$ cat src/rtl/pt_walker.sv
module pt_walker (
  input  logic        clk,
  input  logic        rst_n,
  input  logic        req_valid,
  input  logic [31:0] req_vaddr,
  input  logic        req_write,
  input  logic        req_user,
  input  logic        wp_en,
  input  logic        large_en,
  input  logic [31:0] root_base,
  input  logic [31:0] addr_mask,
  output logic        req_ready,
  output logic        mem_req,
  output logic        mem_we,
  output logic [31:0] mem_addr,
  output logic [31:0] mem_wdata,
  input  logic        mem_ack,
  input  logic [31:0] mem_rdata,
  output logic        done_valid,
  output logic [19:0] page_frame,
  output logic        perm_r,
  output logic        perm_w,
  output logic        perm_x,
  output logic        fault_valid,
  output logic [2:0]  fault_code,
  output logic [31:0] fault_addr
);
  localparam int P_B = 0, RW_B = 1, US_B = 2, A_B = 5, D_B = 6, PS_B = 7;

  typedef enum logic [2:0] {S_IDLE, S_RD_DIR, S_WB_DIR, S_RD_TBL, S_WB_LEAF, S_DONE, S_FAULT} st_t;
  st_t st;

  logic [31:0] va, base, mask, dir_e, leaf, leaf_addr, flt_va;
  logic        is_wr, is_usr, wp, lg_en, big, eff_rw_q;
  logic [2:0]  code_q;

  logic [31:0] dir_addr, tbl_addr, upd;
  logic        eff_us, eff_rw, deny, take_big;

  assign dir_addr = ((base & 32'hFFFF_F000) + {20'b0, va[31:22], 2'b00}) & mask;
  assign tbl_addr = ((dir_e & 32'hFFFF_F000) + {20'b0, va[21:12], 2'b00}) & mask;
  assign eff_us   = (st == S_RD_TBL) ? (mem_rdata[US_B] & dir_e[US_B]) : mem_rdata[US_B];
  assign eff_rw   = (st == S_RD_TBL) ? (mem_rdata[RW_B] & dir_e[RW_B]) : mem_rdata[RW_B];
  assign deny     = is_usr ? (!eff_us || (is_wr && !eff_rw)) : (wp && is_wr && !eff_rw);
  assign upd      = mem_rdata | (32'b1 << A_B) | ({31'b0, is_wr} << D_B);
  assign take_big = mem_rdata[PS_B] && lg_en;

  always_ff @(posedge clk) begin
    if (!rst_n) begin
      st <= S_IDLE;
      va <= '0; base <= '0; mask <= '0; dir_e <= '0; leaf <= '0; leaf_addr <= '0;
      flt_va <= '0; is_wr <= 1'b0; is_usr <= 1'b0; wp <= 1'b0; lg_en <= 1'b0;
      big <= 1'b0; eff_rw_q <= 1'b0; code_q <= '0;
    end else begin
      case (st)
        S_IDLE: if (req_valid) begin
          va <= req_vaddr; is_wr <= req_write; is_usr <= req_user;
          wp <= wp_en; lg_en <= large_en; base <= root_base; mask <= addr_mask;
          st <= S_RD_DIR;
        end
        S_RD_DIR, S_RD_TBL: if (mem_ack) begin
          if (st == S_RD_DIR) dir_e <= mem_rdata;
          if (!mem_rdata[P_B]) begin
            code_q <= {is_usr, is_wr, 1'b0}; flt_va <= va; st <= S_FAULT;
          end else if (st == S_RD_DIR && !take_big) begin
            st <= mem_rdata[A_B] ? S_RD_TBL : S_WB_DIR;
          end else if (deny) begin
            code_q <= {is_usr, is_wr, 1'b1}; flt_va <= va; st <= S_FAULT;
          end else begin
            leaf      <= upd;
            leaf_addr <= (st == S_RD_DIR) ? dir_addr : tbl_addr;
            big       <= (st == S_RD_DIR);
            eff_rw_q  <= eff_rw;
            st        <= (upd != mem_rdata) ? S_WB_LEAF : S_DONE;
          end
        end
        S_WB_DIR:  if (mem_ack) st <= S_RD_TBL;
        S_WB_LEAF: if (mem_ack) st <= S_DONE;
        default:   st <= S_IDLE;
      endcase
    end
  end

  always_comb begin
    mem_addr  = '0;
    mem_wdata = '0;
    case (st)
      S_RD_DIR:  mem_addr = dir_addr;
      S_WB_DIR:  begin mem_addr = dir_addr; mem_wdata = dir_e | (32'b1 << A_B); end
      S_RD_TBL:  mem_addr = tbl_addr;
      S_WB_LEAF: begin mem_addr = leaf_addr; mem_wdata = leaf; end
      default:   ;
    endcase
  end

  assign req_ready   = (st == S_IDLE);
  assign mem_req     = (st == S_RD_DIR) || (st == S_WB_DIR) || (st == S_RD_TBL) || (st == S_WB_LEAF);
  assign mem_we      = (st == S_WB_DIR) || (st == S_WB_LEAF);
  assign done_valid  = (st == S_DONE);
  assign fault_valid = (st == S_FAULT);
  assign fault_code  = code_q;
  assign fault_addr  = flt_va;
  assign perm_r      = 1'b1;
  assign perm_x      = 1'b1;
  assign perm_w      = leaf[D_B] && (is_usr ? eff_rw_q : (!wp || eff_rw_q));
  assign page_frame  = big ? {leaf[31:22] & mask[31:22], va[21:12]} : (leaf[31:12] & mask[31:12]);

  // a pending memory request holds its command until acknowledged
  a_r10_req_hold: assert property (@(posedge clk) disable iff (!rst_n)
    mem_req && !mem_ack |=> mem_req && $stable(mem_addr) && $stable(mem_we) && $stable(mem_wdata));

  // no memory traffic while the walker advertises it can accept work
  a_r10_idle_quiet: assert property (@(posedge clk) disable iff (!rst_n)
    req_ready |-> !mem_req);

  // every write-back carries the accessed bit
  a_r7_wb_accessed: assert property (@(posedge clk) disable iff (!rst_n)
    mem_req && mem_we |-> mem_wdata[A_B]);

  // only present entries are ever written back
  a_r3_wb_present: assert property (@(posedge clk) disable iff (!rst_n)
    mem_req && mem_we |-> mem_wdata[P_B]);

  // fault_addr changes only as a fault is reported
  a_r8_faddr_hold: assert property (@(posedge clk) disable iff (!rst_n)
    !fault_valid |=> $stable(fault_addr) || fault_valid);

  // a result is a single pulse followed by idle
  a_r9_done_pulse: assert property (@(posedge clk) disable iff (!rst_n)
    done_valid |=> req_ready && !done_valid);
endmodule

$ cat config.mk
export PLATFORM = sky130hd
export DESIGN_NAME = pt_walker
export DESIGN_NICKNAME = d
export VERILOG_FILES = /design/src/rtl/pt_walker.sv
export SDC_FILE = /design/constraint.sdc
export NUM_CORES = 1
export LEC_CHECK = 0
export BUFFER_PORTS_ARGS = -buffer_cell sky130_fd_sc_hd__buf_2
export CORE_MARGIN = 2
export CORE_UTILIZATION = 45
export DETAILED_ROUTE_END_ITERATION = 10
export PLACE_DENSITY = 0.82
export SLEW_MARGIN = 20
export SYNTH_ARGS = -nofsm -noshare
export SYNTH_HDL_FRONTEND = slang
export SYNTH_SLANG_ARGS = --single-unit
$ cat constraint.sdc
create_clock -name clk -period 4.2 [get_ports clk]
set_input_delay 0.42 -clock clk [delete_from_list [all_inputs] [get_ports clk]]
set_output_delay 0.42 -clock clk [all_outputs]
set_load 0.05 [all_outputs]
Yosys cells after proc, flatten, opt, wreduce, memory -nomap -nowiden
Cells that the tools add are included.
- output and inout bits: 127
- register bits after elaboration: 236
- multiplexer cells: 24
- eq/ne operators: 13
- bitwise operators: 9
- reductions and logical operators: 24
- add/subtract/negate cells: 2
- operator list (operator ; count):
    32-bit two-way mux ; 4
    32-bit one-hot mux with 3 select lines ; 1
    32-bit by 12-bit adder with 32-bit output ; 2
    32-bit bitwise AND ; 2
    32-bit one-hot mux with 2 select lines ; 1
    32-bit inequality test ; 1
    32-bit by 7-bit bitwise OR with 32-bit output ; 1
    3-bit two-way mux ; 9
    20-bit bitwise AND ; 1
    20-bit two-way mux ; 1
    3-bit one-hot mux with 4 select lines ; 1
    10-bit bitwise AND ; 1
    2-bit inequality test (second input constant) ; 5
    3-bit equality test (second input constant) ; 3
    4-bit AND reduction ; 2
    3-bit by 2-bit equality test with 1-bit output (second input constant) ; 2
    1-bit logical AND ; 6
    1-bit logical OR ; 6
    1-bit two-way mux ; 6
    5-bit AND reduction ; 1
    1-bit logical NOT ; 4
    2-bit OR reduction ; 2
    3-bit by 1-bit equality test with 1-bit output (second input constant) ; 1
    3-bit logical NOT ; 1
    6 further kinds ; 8

Longest topological paths before layout
- depth in word-level cells: 11
- depth in mapped cells: 8

Worst setup path before layout
OpenSTA, ideal clock, no wires.
- path kind: reg-to-output
- start point: register st[0]
- end point: output port mem_req
- cell stages (with the launch flop): 4
- slack: 1544 ps
- data arrival time: 2236 ps
- cell sequence: dfxtp_1 buf_2 nor3_1 nor2_1
- longest elaborated chain between the ends: 4
- elaborated cells on any way between the ends: 7
- classes of those cells: eq/ne: 4; reduce/logical: 3
- RTL lines (what ; RTL line ; RTL):
    start, declared ; 31 ; st_t st;
    start signal, assigned ; 66 ; st <= mem_rdata[A_B] ? S_RD_TBL : S_WB_DIR;
    start signal, assigned ; 74 ; st <= (upd != mem_rdata) ? S_WB_LEAF : S_DONE;
    3-bit by 1-bit equality test with 1-bit output / 3-bit by 2-bit equality test with 1-bit output (equally long branches) ; 97 ; assign mem_req = (st == S_RD_DIR) || (st == S_WB_DIR) || (st == S_RD_TBL) || (st == S_WB_LEAF);
    1-bit logical OR (2 in a row) ; 97 ;
    1-bit logical OR * ; 97 ;
    end, declared ; 13 ; output logic mem_req,
Every way passes the cells marked *; elsewhere a longest branch is shown, timed or not.

Worst setup path after layout
- start point: register st[0]
- end point: output port mem_addr[13]
- longest elaborated chain between the ends: 3
- elaborated cells on any way between the ends: 6
- classes of those cells: eq/ne: 4; mux: 1; reduce/logical: 1
- RTL lines (what ; RTL line ; RTL):
    3-bit by 1-bit equality test with 1-bit output / 3-bit by 2-bit equality test with 1-bit output (equally long branches) ; 87 ; case (st)
    2-bit OR reduction (no source line) ; n/a ;
    32-bit one-hot mux with 3 select lines * ; 87 ;
    end, declared ; 15 ; output logic [31:0] mem_addr,
Marked as above.

==> run_results.csv <==
group,metric,value,unit
die,io_pins,263,
die,core,21700,um^2
clocking,cts_resized,0,
sta,fin_crit,3.34,ns
pwr,leakage,4.98,nW
worst_setup_path,crit_end,"mem_addr[13]",
yosys,syn_area,9900,um^2
worst_setup_path,crit_arrival,2.92,ns
clocking,cts_tree,"yes",
clocking,postCtsSetupBuffers,0,
die,row_count,54,
worst_setup_path,cp.required,3.78,ns
worst_setup_path,cp_max_fo,30,
die,start_util,45.7,%
sta,hold_viol,0,
worst_setup_path,start_kind,"flop",
worst_setup_path,endpoint_kind,"primary output",
placed_design,io_buffers,244,
clocking,htree_num_levels,1,
worst_setup_path,critical_path_class,"reg2out",
global_routing,grt_max_degree,154,
yosys,synth_warnings,0,
clocking,clock_latency,0.51,ns
sta,fmax,300,MHz
yosys,ys_ff_latch,219,
worst_setup_path,startpoint,"st[0]$_SDFFE_PN0P_",
final_layout,seq_area,4380,um^2
clocking,clk_path_buf_depth,3,
sta,finalSetupViolCount,0,
route,vias,9401,
clocking,cts.reportedPaths.clkPinSlew,0.06,ns
sta,drv_slew,0,
worst_setup_path,r2r_end,"fault_addr[25]$_SDFFE_PN0P_",
worst_setup_path,rr_worst_depth,6,
final_layout,multi_input_area,5010,um^2
yosys,syn_area_per_cell,7.93,um^2
sta,slew_headroom,32.0,%
yosys,ys_seq_area_share,44.3,%
hold_path,min_path_type,"in2reg",
die,die_width,152,um
pwr,vdd.ir_drop.worst,307,uV
placed_design,place.gp.congestion,0.790,
sta,fin_setup_tns,0,ns
route,drtAntennaViolNets,0,
global_routing,grt_pass1_vias,8922,
clocking,cts_made_buffers,25,
global_routing,grt_usage,24.0,%
route,drtIter0Drc,504,
die,die-area,23200,um^2
final_layout,area_growth,20.2,%
final_layout,nNetsFinal,1557,
worst_setup_path,r2r_setup_slack,1.66,ns
route,wl_per_cell,16.9,um
pwr,power_density,433,nW/um^2
sta,worst_pin_slew,1.02,ns
clocking,root_buffer,"clkbuf_16",
outcome,status,"completed",
clocking,cts_sinks,219,
die,fp.dieH,152,um
sta,whs,0.139,ns
yosys,syn_inst,1249,
global_routing,grt_pass1_wl,46.2,mm
yosys,synth_cell_types,43,
worst_setup_path,reg2reg_from,"st[0]$_SDFFE_PN0P_",
run,cap_violations,0,
route,firstDrtPassIters,5,
global_routing,antenna_found_initial,2,
yosys,synth_area_leaders,"dfxtp_1 44%, nand2_1 18%, a22o_1 8.0%",
sta,fin_worst_skew,0.0115,ns
final_layout,n_fill_cell,1969,
sta,finalCritPeriodShare,79.4,%
global_routing,overflow,0,
route,totalWireLength,29.0,mm
yosys,synth.top_cell.area_share,44.3,%
route,route.detailed.drc,0,
placed_design,hpwlAfterDp,18.1,mm
clocking,cts.hold.buffers_added,0,
sta,rsz0062_at_grt,"false",
route,routed_via_density,5.47,
final_layout,drive_gt1_share,21.5,%
yosys,yosys.area.top_type,"dfxtp_1",
## where the power goes
group | internal, mW | switching [mW] | leakage (nW)
logic | 0.208 | 0.483 | 2.79
registers | 2.19 | 0.115 | 1.78
clock network | 1.32 | 0.849 | 0.406
total | 3.71 | 1.45 | 4.98
## cells in the final DEF (no fill, tap or decap), types with 11 or more instances in the layout
master,synthesis,final
clkbuf_16,0,25
dfxtp_1,219,219
a21boi_1,29,29
o21ai_1,25,25
buf_4,12,11
o21ai_0,49,49
nand2_1,481,480
a22o_1,91,91
mux2i_1,35,35
buf_2,19,243
nand4_1,32,32
nand3_1,30,30
a21boi_0,88,88
## cell families after synthesis
kind of cell           after synthesis  share of synthesized area, %
multiplexers                        35                          3.54
other                                2                        0.0758
AND/OR/NAND/NOR                    576                          24.3
flip-flops                         219                          44.3
buffers and inverters              114                          5.66
AO/OA/AOI/OAI                      303                          22.2
## cell usage after synthesis (all sizes together)
| master | number |
|---|---|
| nor3 | 1 |
| a21boi | 118 |
| and3b | 2 |
| a21bo | 1 |
| o211ai | 1 |
| a21oi | 8 |
| conb | 2 |
| and2 | 11 |
| nor3b | 3 |
| nor2b | 1 |
| o21ai | 74 |
| or3b | 1 |
| nand4bb | 2 |
| a21o | 1 |
| buf | 39 |
| clkbuf | 74 |
| nand3b | 1 |
| dfxtp | 219 |
| o221a | 1 |
| inv | 1 |
| nor2 | 5 |
| mux2i | 35 |
| o21a | 5 |
| a22o | 91 |
| nand4 | 32 |
| nand2b | 1 |
| nand3 | 30 |
| nand2 | 481 |
| nor4b | 1 |
| or2 | 2 |
| o22ai | 2 |
| nor4 | 2 |
| a31oi | 1 |
## worst max-delay path, stage by stage (launching register included)
cell	delay (ns)
dfxtp_1	0.74
or3b_2	0.51
nand2b_1	0.08
buf_4	0.40
a22o_1	0.22
a22o_1	0.16
buf_2	0.27
## sequential cells by signal, indices dropped and copies added (netlist names), 3 cells and up
name,cells
leaf,32
leaf_addr,30
fault_addr,32
fault_code,3
va,32
base,20
dir_e,31
mask,30
st,3
## worst min path at each step
stage / slack (ns) / end / depth (start not counted) / start
after floorplan: 0.43 / leaf[10]$_SDFFE_PN0P_ / 2 / leaf[10]$_SDFFE_PN0P_
after global placement: 0.44 / leaf[2]$_SDFFE_PN0P_ / 2 / leaf[2]$_SDFFE_PN0P_
after detailed placement: 0.44 / leaf_addr[20]$_SDFFE_PN0P_ / 2 / leaf_addr[20]$_SDFFE_PN0P_
after CTS: 0.12 / leaf[27]$_SDFFE_PN0P_ / 3 / mem_rdata[27]
after global routing: 0.13 / leaf[22]$_SDFFE_PN0P_ / 3 / mem_rdata[22]
final: 0.14 / leaf[27]$_SDFFE_PN0P_ / 3 / mem_rdata[27]
## stage by stage
step | instances | power, mW | utilization [%] | setup WS, ns | instance area (um^2)
floorplan | 1251 | 2.80 | - | 1.54 | 9910
detailed placement | 1674 | 3.03 | 51.1 | 1.44 | 11100
CTS | 1717 | 5.20 | 54.9 | 0.869 | 11900
finish | 1718 | 5.16 | 54.9 | 0.864 | 11900
global route | 1717 | 5.37 | 54.9 | 0.765 | 11900
global placement | 1674 | 3.01 | 51.1 | 1.49 | 11100
## area by class of cell
cell class / instances / share of cell area (%)
Timing Repair Buffer: 256 / 11.2
Sequential cell: 219 / 36.8
Clock buffer: 36 / 6.11
Tap cell: 280 / 2.94
Clock inverter: 7 / 0.747
Inverter: 1 / 0.0315
Antenna cell: 1 / 0.0210
Multi-Input combinational cell: 918 / 42.1
## per-layer routing
layer | vias up | track usage [%] | wire length, um
met1 | 4375 | 30.0 | 12200
met4 | 2 | 9.03 | 1010
met2 | 378 | 40.5 | 13600
met3 | 69 | 5.52 | 2240
met5 | - | 0 | 13
li1 | 4577 | - | -
Power figures use the tool's default switching activity.
